==> src/rtl/drc_pkg.sv <==
package drc_pkg;
  localparam int unsigned WORD_W     = 64;
  localparam int unsigned PROP_W     = 8;
  localparam int unsigned PAGE_W     = 20;
  localparam int unsigned PAGE_SHIFT = 12;

  // field positions inside the configuration word
  localparam int unsigned SYS_LSB  = 0;
  localparam int unsigned TOP_LSB  = SYS_LSB + PROP_W;
  localparam int unsigned DEV_LSB  = TOP_LSB + PAGE_W;
  localparam int unsigned BASE_LSB = DEV_LSB + PROP_W;
  localparam int unsigned ROM_LSB  = BASE_LSB + PAGE_W;

  // reserved bits 7:6 of each property byte are cleared
  localparam logic [WORD_W-1:0] KEEP_MASK = ~64'hC000000C_000000C0;
  localparam logic [PROP_W-1:0] PROP_KEEP = 8'h3F;

  // fixed legacy window, in 4 KB pages
  localparam logic [PAGE_W-1:0] LEG_LO_PG = 20'h000A0;
  localparam logic [PAGE_W-1:0] LEG_HI_PG = 20'h000FF;

  typedef enum logic [1:0] {
    RGN_SYS = 2'd0,
    RGN_DEV = 2'd1,
    RGN_ROM = 2'd2
  } region_e;

  typedef struct packed {
    logic [PROP_W-1:0] prop;
    region_e           region;
    logic              legacy;
  } result_t;

  function automatic logic [PROP_W-1:0] prop_at(input logic [WORD_W-1:0] w,
                                                input int unsigned lsb);
    return w[lsb +: PROP_W] & PROP_KEEP;
  endfunction

  function automatic logic [PAGE_W-1:0] page_at(input logic [WORD_W-1:0] w,
                                                input int unsigned lsb);
    return w[lsb +: PAGE_W];
  endfunction
endpackage

==> src/rtl/drc_cfg_regs.sv <==
module drc_cfg_regs
  import drc_pkg::*;
#(
  parameter int unsigned        IDX_W   = 32,
  parameter logic [IDX_W-1:0]   CFG_IDX = 32'h0000_1808,
  parameter logic [IDX_W-1:0]   LEG_IDX = 32'h0000_1809,
  parameter logic [WORD_W-1:0]  CFG_RST = 64'h01FF_FFF0_1000_0001,
  parameter logic [PROP_W-1:0]  LEG_RST = 8'h01
) (
  input  logic              clk,
  input  logic              rst,
  input  logic [IDX_W-1:0]  idx,
  input  logic              wr_en,
  input  logic [WORD_W-1:0] wdata,
  output logic [WORD_W-1:0] rdata,
  output logic [WORD_W-1:0] cfg_q,
  output logic [PROP_W-1:0] leg_q
);
  localparam logic [WORD_W-1:0] CFG_RST_CLEAN = CFG_RST & KEEP_MASK;
  localparam logic [PROP_W-1:0] LEG_RST_CLEAN = LEG_RST & PROP_KEEP;

  logic hit_cfg;
  logic hit_leg;

  assign hit_cfg = (idx == CFG_IDX);
  assign hit_leg = (idx == LEG_IDX);

  always_ff @(posedge clk) begin
    if (rst) begin
      cfg_q <= CFG_RST_CLEAN;
    end else if (wr_en && hit_cfg) begin
      cfg_q <= wdata & KEEP_MASK;
    end
  end

  always_ff @(posedge clk) begin
    if (rst) begin
      leg_q <= LEG_RST_CLEAN;
    end else if (wr_en && hit_leg) begin
      leg_q <= wdata[PROP_W-1:0] & PROP_KEEP;
    end
  end

  always_comb begin
    rdata = '0;
    if (hit_cfg) begin
      rdata = cfg_q;
    end else if (hit_leg) begin
      rdata = {{(WORD_W-PROP_W){1'b0}}, leg_q};
    end
  end
endmodule

==> src/rtl/drc_region_match.sv <==
module drc_region_match
  import drc_pkg::*;
#(
  parameter int unsigned ADDR_W = 32
) (
  input  logic [ADDR_W-1:0] addr,
  input  logic [WORD_W-1:0] cfg,
  input  logic [PROP_W-1:0] leg_prop,
  output result_t           res
);
  localparam int unsigned NUM_BND = 2;  // 0: ROM base, 1: system top

  logic [PAGE_W-1:0] page;
  logic [PAGE_W-1:0] bnd [NUM_BND];
  logic [NUM_BND-1:0] at_or_above;
  logic in_window;

  assign page   = addr[ADDR_W-1 -: PAGE_W];
  assign bnd[0] = page_at(cfg, BASE_LSB);
  assign bnd[1] = page_at(cfg, TOP_LSB);

  for (genvar g = 0; g < NUM_BND; g++) begin : g_cmp
    assign at_or_above[g] = (page >= bnd[g]);
  end

  assign in_window = (page >= LEG_LO_PG) && (page <= LEG_HI_PG);

  always_comb begin
    res.legacy = 1'b0;
    if (at_or_above[0]) begin
      res.region = RGN_ROM;
      res.prop   = prop_at(cfg, ROM_LSB);
    end else if (at_or_above[1]) begin
      res.region = RGN_DEV;
      res.prop   = prop_at(cfg, DEV_LSB);
    end else if (in_window) begin
      res.region = RGN_SYS;
      res.prop   = leg_prop & PROP_KEEP;
      res.legacy = 1'b1;
    end else begin
      res.region = RGN_SYS;
      res.prop   = prop_at(cfg, SYS_LSB);
    end
  end
endmodule

==> src/rtl/drc_out_stage.sv <==
module drc_out_stage #(
  parameter int unsigned W = 11
) (
  input  logic         clk,
  input  logic         rst,
  input  logic         up_valid,
  output logic         up_ready,
  input  logic [W-1:0] up_data,
  output logic         dn_valid,
  input  logic         dn_ready,
  output logic [W-1:0] dn_data
);
  logic         v_q;
  logic [W-1:0] d_q;

  assign up_ready = !v_q || dn_ready;
  assign dn_valid = v_q;
  assign dn_data  = d_q;

  always_ff @(posedge clk) begin
    if (rst) begin
      v_q <= 1'b0;
    end else if (up_ready) begin
      v_q <= up_valid;
    end
  end

  always_ff @(posedge clk) begin
    if (rst) begin
      d_q <= '0;
    end else if (up_valid && up_ready) begin
      d_q <= up_data;
    end
  end
endmodule

==> src/rtl/default_region_decoder.sv <==
module default_region_decoder
  import drc_pkg::*;
#(
  parameter int unsigned       ADDR_W  = 32,
  parameter logic [31:0]       CFG_IDX = 32'h0000_1808,
  parameter logic [31:0]       LEG_IDX = 32'h0000_1809
) (
  input  logic        clk,
  input  logic        rst,
  input  logic [31:0] cfg_addr,
  input  logic        cfg_wr_en,
  input  logic [63:0] cfg_wdata,
  output logic [63:0] cfg_rdata,
  input  logic        in_valid,
  output logic        in_ready,
  input  logic [31:0] in_addr,
  output logic        res_valid,
  input  logic        res_ready,
  output logic [7:0]  res_prop,
  output logic [1:0]  res_region,
  output logic        res_legacy
);
  localparam int unsigned RES_W = $bits(result_t);

  logic [WORD_W-1:0] cfg_q;
  logic [PROP_W-1:0] leg_q;
  result_t           lookup;
  result_t           held;
  logic [RES_W-1:0]  held_bits;

  drc_cfg_regs #(
    .IDX_W  (32),
    .CFG_IDX(CFG_IDX),
    .LEG_IDX(LEG_IDX)
  ) u_regs (
    .clk  (clk),
    .rst  (rst),
    .idx  (cfg_addr),
    .wr_en(cfg_wr_en),
    .wdata(cfg_wdata),
    .rdata(cfg_rdata),
    .cfg_q(cfg_q),
    .leg_q(leg_q)
  );

  drc_region_match #(.ADDR_W(ADDR_W)) u_match (
    .addr    (in_addr),
    .cfg     (cfg_q),
    .leg_prop(leg_q),
    .res     (lookup)
  );

  drc_out_stage #(.W(RES_W)) u_out (
    .clk     (clk),
    .rst     (rst),
    .up_valid(in_valid),
    .up_ready(in_ready),
    .up_data (lookup),
    .dn_valid(res_valid),
    .dn_ready(res_ready),
    .dn_data (held_bits)
  );

  assign held       = result_t'(held_bits);
  assign res_prop   = held.prop;
  assign res_region = held.region;
  assign res_legacy = held.legacy;
endmodule

==> config.mk <==
export PLATFORM = sky130hd
export DESIGN_NAME = default_region_decoder
export DESIGN_NICKNAME = d
export VERILOG_FILES = /design/src/rtl/drc_pkg.sv /design/src/rtl/drc_cfg_regs.sv /design/src/rtl/drc_region_match.sv /design/src/rtl/drc_out_stage.sv /design/src/rtl/default_region_decoder.sv
export SDC_FILE = /design/constraint.sdc
export NUM_CORES = 1
export LEC_CHECK = 0
export BUFFER_PORTS_ARGS = -buffer_cell sky130_fd_sc_hd__buf_2
export CAP_MARGIN = 20
export CORE_MARGIN = 2
export CORE_UTILIZATION = 40
export CTS_CLUSTER_SIZE = 20
export DETAILED_ROUTE_END_ITERATION = 16
export GPL_TIMING_DRIVEN = 0
export PLACE_DENSITY = 0.73
export SYNTH_ARGS = -nofsm -noshare
export SYNTH_HDL_FRONTEND = slang
export SYNTH_SLANG_ARGS = --single-unit
==> constraint.sdc <==
create_clock -name clk -period 4.4 [get_ports clk]
set_clock_uncertainty 0.2 [all_clocks]
set_input_delay 0.22 -clock clk [delete_from_list [all_inputs] [get_ports clk]]
set_output_delay 0.22 -clock clk [all_outputs]
set_load 0.05 [all_outputs]
# After elaboration in Yosys (flattened, before gate mapping)
# Cells that the tools add are included.
# totals
regBits	76
input_bits	133
output_inout_bits	77
elab_cells	24
# op_classes
magnitude_cmp	4
eq_ne	2
n_mux	8
n_reduce_logical	6
# op_table
operator	n
32-bit by 13-bit equality test with 1-bit output, second input constant	2
64-bit 2-to-1 mux	1
20-bit greater-or-equal comparator	2
20-bit by 8-bit greater-or-equal comparator with 1-bit output, second input constant	1
20-bit by 8-bit <= comparator with 1-bit output, second input constant	1
8-bit 2-to-1 mux	2
10-bit 2-to-1 mux	1
6-bit 2-to-1 mux	1
1-bit logical AND	4
1-bit 2-to-1 mux	3
1-bit logical NOT	1
1-bit logical OR	1

# Depth between registers and ports, before layout
# logic_depth
ltp_word	5
depth_mapped	8
mapped_depth_nobuf	8

# Cells and area by module
# A second synthesis with hierarchy kept.
# unflattened
hier_cells	608
area_unflattened_um2	5165.0
# by_module_without_submodules
module	instances	cells_each	area_each_um2	seq_area_each_um2
drc_cfg_regs	1	371	3310.7	1281.2
drc_region_match	1	183	1305.0	0.0
drc_out_stage	1	54	549.3	240.2

# Least setup slack after synthesis
# Ideal clock, no wire load.
# synth_path
path_kind	input to output
start	input cfg_addr[13]
end	output cfg_rdata[52]
arrival_time_ps	2354
required_ps	3980
path_slack_ps	1626
cell_stages	6
path_buffers	2
cell_sequence	nor4b_1 nand4_1 or2_1 clkbuf_1 clkbuf_1 nor3_1
# synth_between
elab_chain_cells	2
# synth_rtl
element	line	rtl
start, declared	default_region_decoder.sv:10	input logic [31:0] cfg_addr,
32-bit by 13-bit equality test with 1-bit output	drc_cfg_regs.sv:25	assign hit_cfg = (idx == CFG_IDX);
64-bit 2-to-1 mux	drc_cfg_regs.sv:46	if (hit_cfg) begin
end, declared	default_region_decoder.sv:13	output logic [63:0] cfg_rdata,
# Every way passes these cells.

# Final worst setup path
# layout_path
start	input cfg_addr[8]
end	output cfg_rdata[23]
# Same word-level chain as after synthesis.

==> reports/metrics.cfg <==
[clock_tree]
insertion_delay_ps = 360
cts.sinks = 74
cts-root-buf = clkbuf_8
cts_buffers = 9
clkTransAtPathRegs_ps = 70
htree_levels = 3
cts-resized-gates = 0
post_cts_buffers = 0
max-clock-path-buffers = 2
cts_tree = built
holdBufCountCts = 59

[layout]
drive_above_1_share = 0.296
final_util = 0.582
nets = 979
nFillCells = 1007
mostFrequentLayoutCells = buf_2, nand2_1, dfxtp_1
antennaDiodeCount = 0
area_delta_synth_final_pct = 43.2
final_common_cell = buf_2

[route]
drcViolationCount = 0
wl_um = 14500
drt_iter0_markers = 176
wl_per_cell_um = 15.3
firstDrtPassIters = 7
postRouteAntennaNets = 0
drt-vias-per-instance = 5.07
dr_total_vias = 4826

[power_and_ir_drop]
ir_worst_vdd_v = 0.000140
leakagePower_nw = 2.98
p_per_area_mw_per_mm2 = 224
fin_total_pwr_mw = 1.40

[timing]
finalHoldViolations = 0
tns_ps = 0
slew_viol_final = 0
post-route-period-util = 0.646
max_slew_margin = 0.564
setup_viol = 0
tightest_slew_ps = 655
grt_setup_unrepaired = no
finalCriticalPeriod_ps = 2840
max_freq_mhz = 352

[global_routing]
grt_max_degree = 12
grt_pass1_wl_um = 22200
grt.total_usage = 0.245
overflow = 0
antenna_found_initial = 0
grt_pass1_vias = 4691

[yosys]
synth.ff_latch_count = 74
syn_area_sq_mm = 0.00437
avgSynthCellArea_sq_um = 7.99
yosysTopAreaCell = dfxtp_1
synth_top_area_frac = 0.339
async_flop_share = 0
yosys-top-cells-area = dfxtp_1, ha_1, nand2_1
synth_ff_type = dfxtp_1
yosysWarnings = 0
ys_types = 47
yosysSeqAreaShare = 0.339
syn_inst = 547
synth_edf_count = 0

[worst_setup_path]
endpoint_kind = primary output
cp_cell_sequence = buf_2 -> nor4b_1 -> nand4_1 -> or2_1 -> clkbuf_1 -> clkbuf_1 -> nor3_1 -> buf_2
timing.critical_path.buf_inv = 4
cp_top_family = simple AND/OR/NAND/NOR gates
timing_worst_setup_path_type = in -> out
critPathArrivalTime_ps = 2420
required_ps = 3980
crit_slowest_cell = nor4b_1
slowest_delay_ps = 390
startpoint_type = input port
crit_fanout = 10

[floorplanning]
io_pins = 210
initial_utilization = 0.406
die_x_um = 109
placementRows = 38
core_area_sq_mm = 0.0107
die-area_sq_mm = 0.0118
die_y_um = 109

[placed_design]
numPortBuffers = 182
hpwl_um = 11200
finalWeightedCongestion = 0.917

[status]
status = finished, final reports clean

[run]
maxCapViolCount = 0

[hold_path]
min-delay-path-class = in -> reg

[kinds of logic after synthesis]
family	count (synthesis)	share of synthesized area
DFF	74	0.339
other	1	0.000859
buffers and inverters	81	0.0839
adders and majority gates	40	0.115
and+or+nand+nor	224	0.244
muxes	29	0.0682
AOI/OAI and AO/OA	98	0.149
[state kept, by name (all words and copies together), names as in the netlist]
register        cells
u_regs.leg_q        6
u_out.dn_data       9
u_out.dn_valid      1
u_regs.cfg_q       58
[stage by stage]
| stage | worst slack [ps] | std cells | cell area, sq um | hold slack (ps) |
|---|---|---|---|---|
| after floorplan | 1630 | 554 | 4390 | 144 |
| after global placement | 1560 | 876 | 5480 | 233 |
| after detailed placement | 1520 | 876 | 5480 | 239 |
| after CTS | 1500 | 951 | 6250 | 24.8 |
| after global routing | 1380 | 951 | 6250 | 68.7 |
| final | 1560 | 951 | 6250 | 34.2 |
[worst paths after layout]
kind,start,endpoint,slack (ps),cells after the start
worst min-delay path,res_ready,u_out.dn_valid,30,3
worst max-delay path,cfg_addr[8],cfg_rdata[23],1560,8
worst max register to register,u_regs.cfg_q[10],u_out.dn_data[0],1790,8
worst min register to register,u_regs.cfg_q[23],u_regs.cfg_q[23],260,2
[synthesized netlist by cell type, types with 8 or more instances]
cell type  count
nor2_1        27
nand2_1      103
dfxtp_1       74
mux2i_1       23
buf_2         12
buf_4          8
nor3_1        44
a21oi_1       49
o211ai_1      19
clkbuf_1      16
and2_1        15
ha_1          40
inv_1         40
[report_power, final]
group / total, mW / internal, mW / switching (mW)
sequential: 0.673 / 0.672 / 0.00159
clock: 0.511 / 0.252 / 0.259
combinational: 0.219 / 0.106 / 0.114
[layer usage]
metal  share of wire  GRT usage  wire length, um
met5               0          0                0
met4           0.026      0.108              375
met3           0.065     0.0338              939
met2            0.48      0.436             7010
met1            0.43      0.293             6210
[layout make-up]
type | instances | area (sq um) | area share
Clock buffer | 15 | 176 | 0.0282
Tap cell | 140 | 175 | 0.0280
Inverter | 41 | 154 | 0.0246
Multi-Input combinational cell | 399 | 2550 | 0.407
Buffer | 40 | 213 | 0.0340
Clock inverter | 1 | 7.51 | 0.00120
Timing Repair Buffer | 241 | 1500 | 0.240
Sequential cell | 74 | 1480 | 0.237
[worst min-delay path, stage by stage]
cell and delay [ps]:
buf_2 70, nand2b_1 170, a21oi_1 80
(Power assumes the default switching activity.)
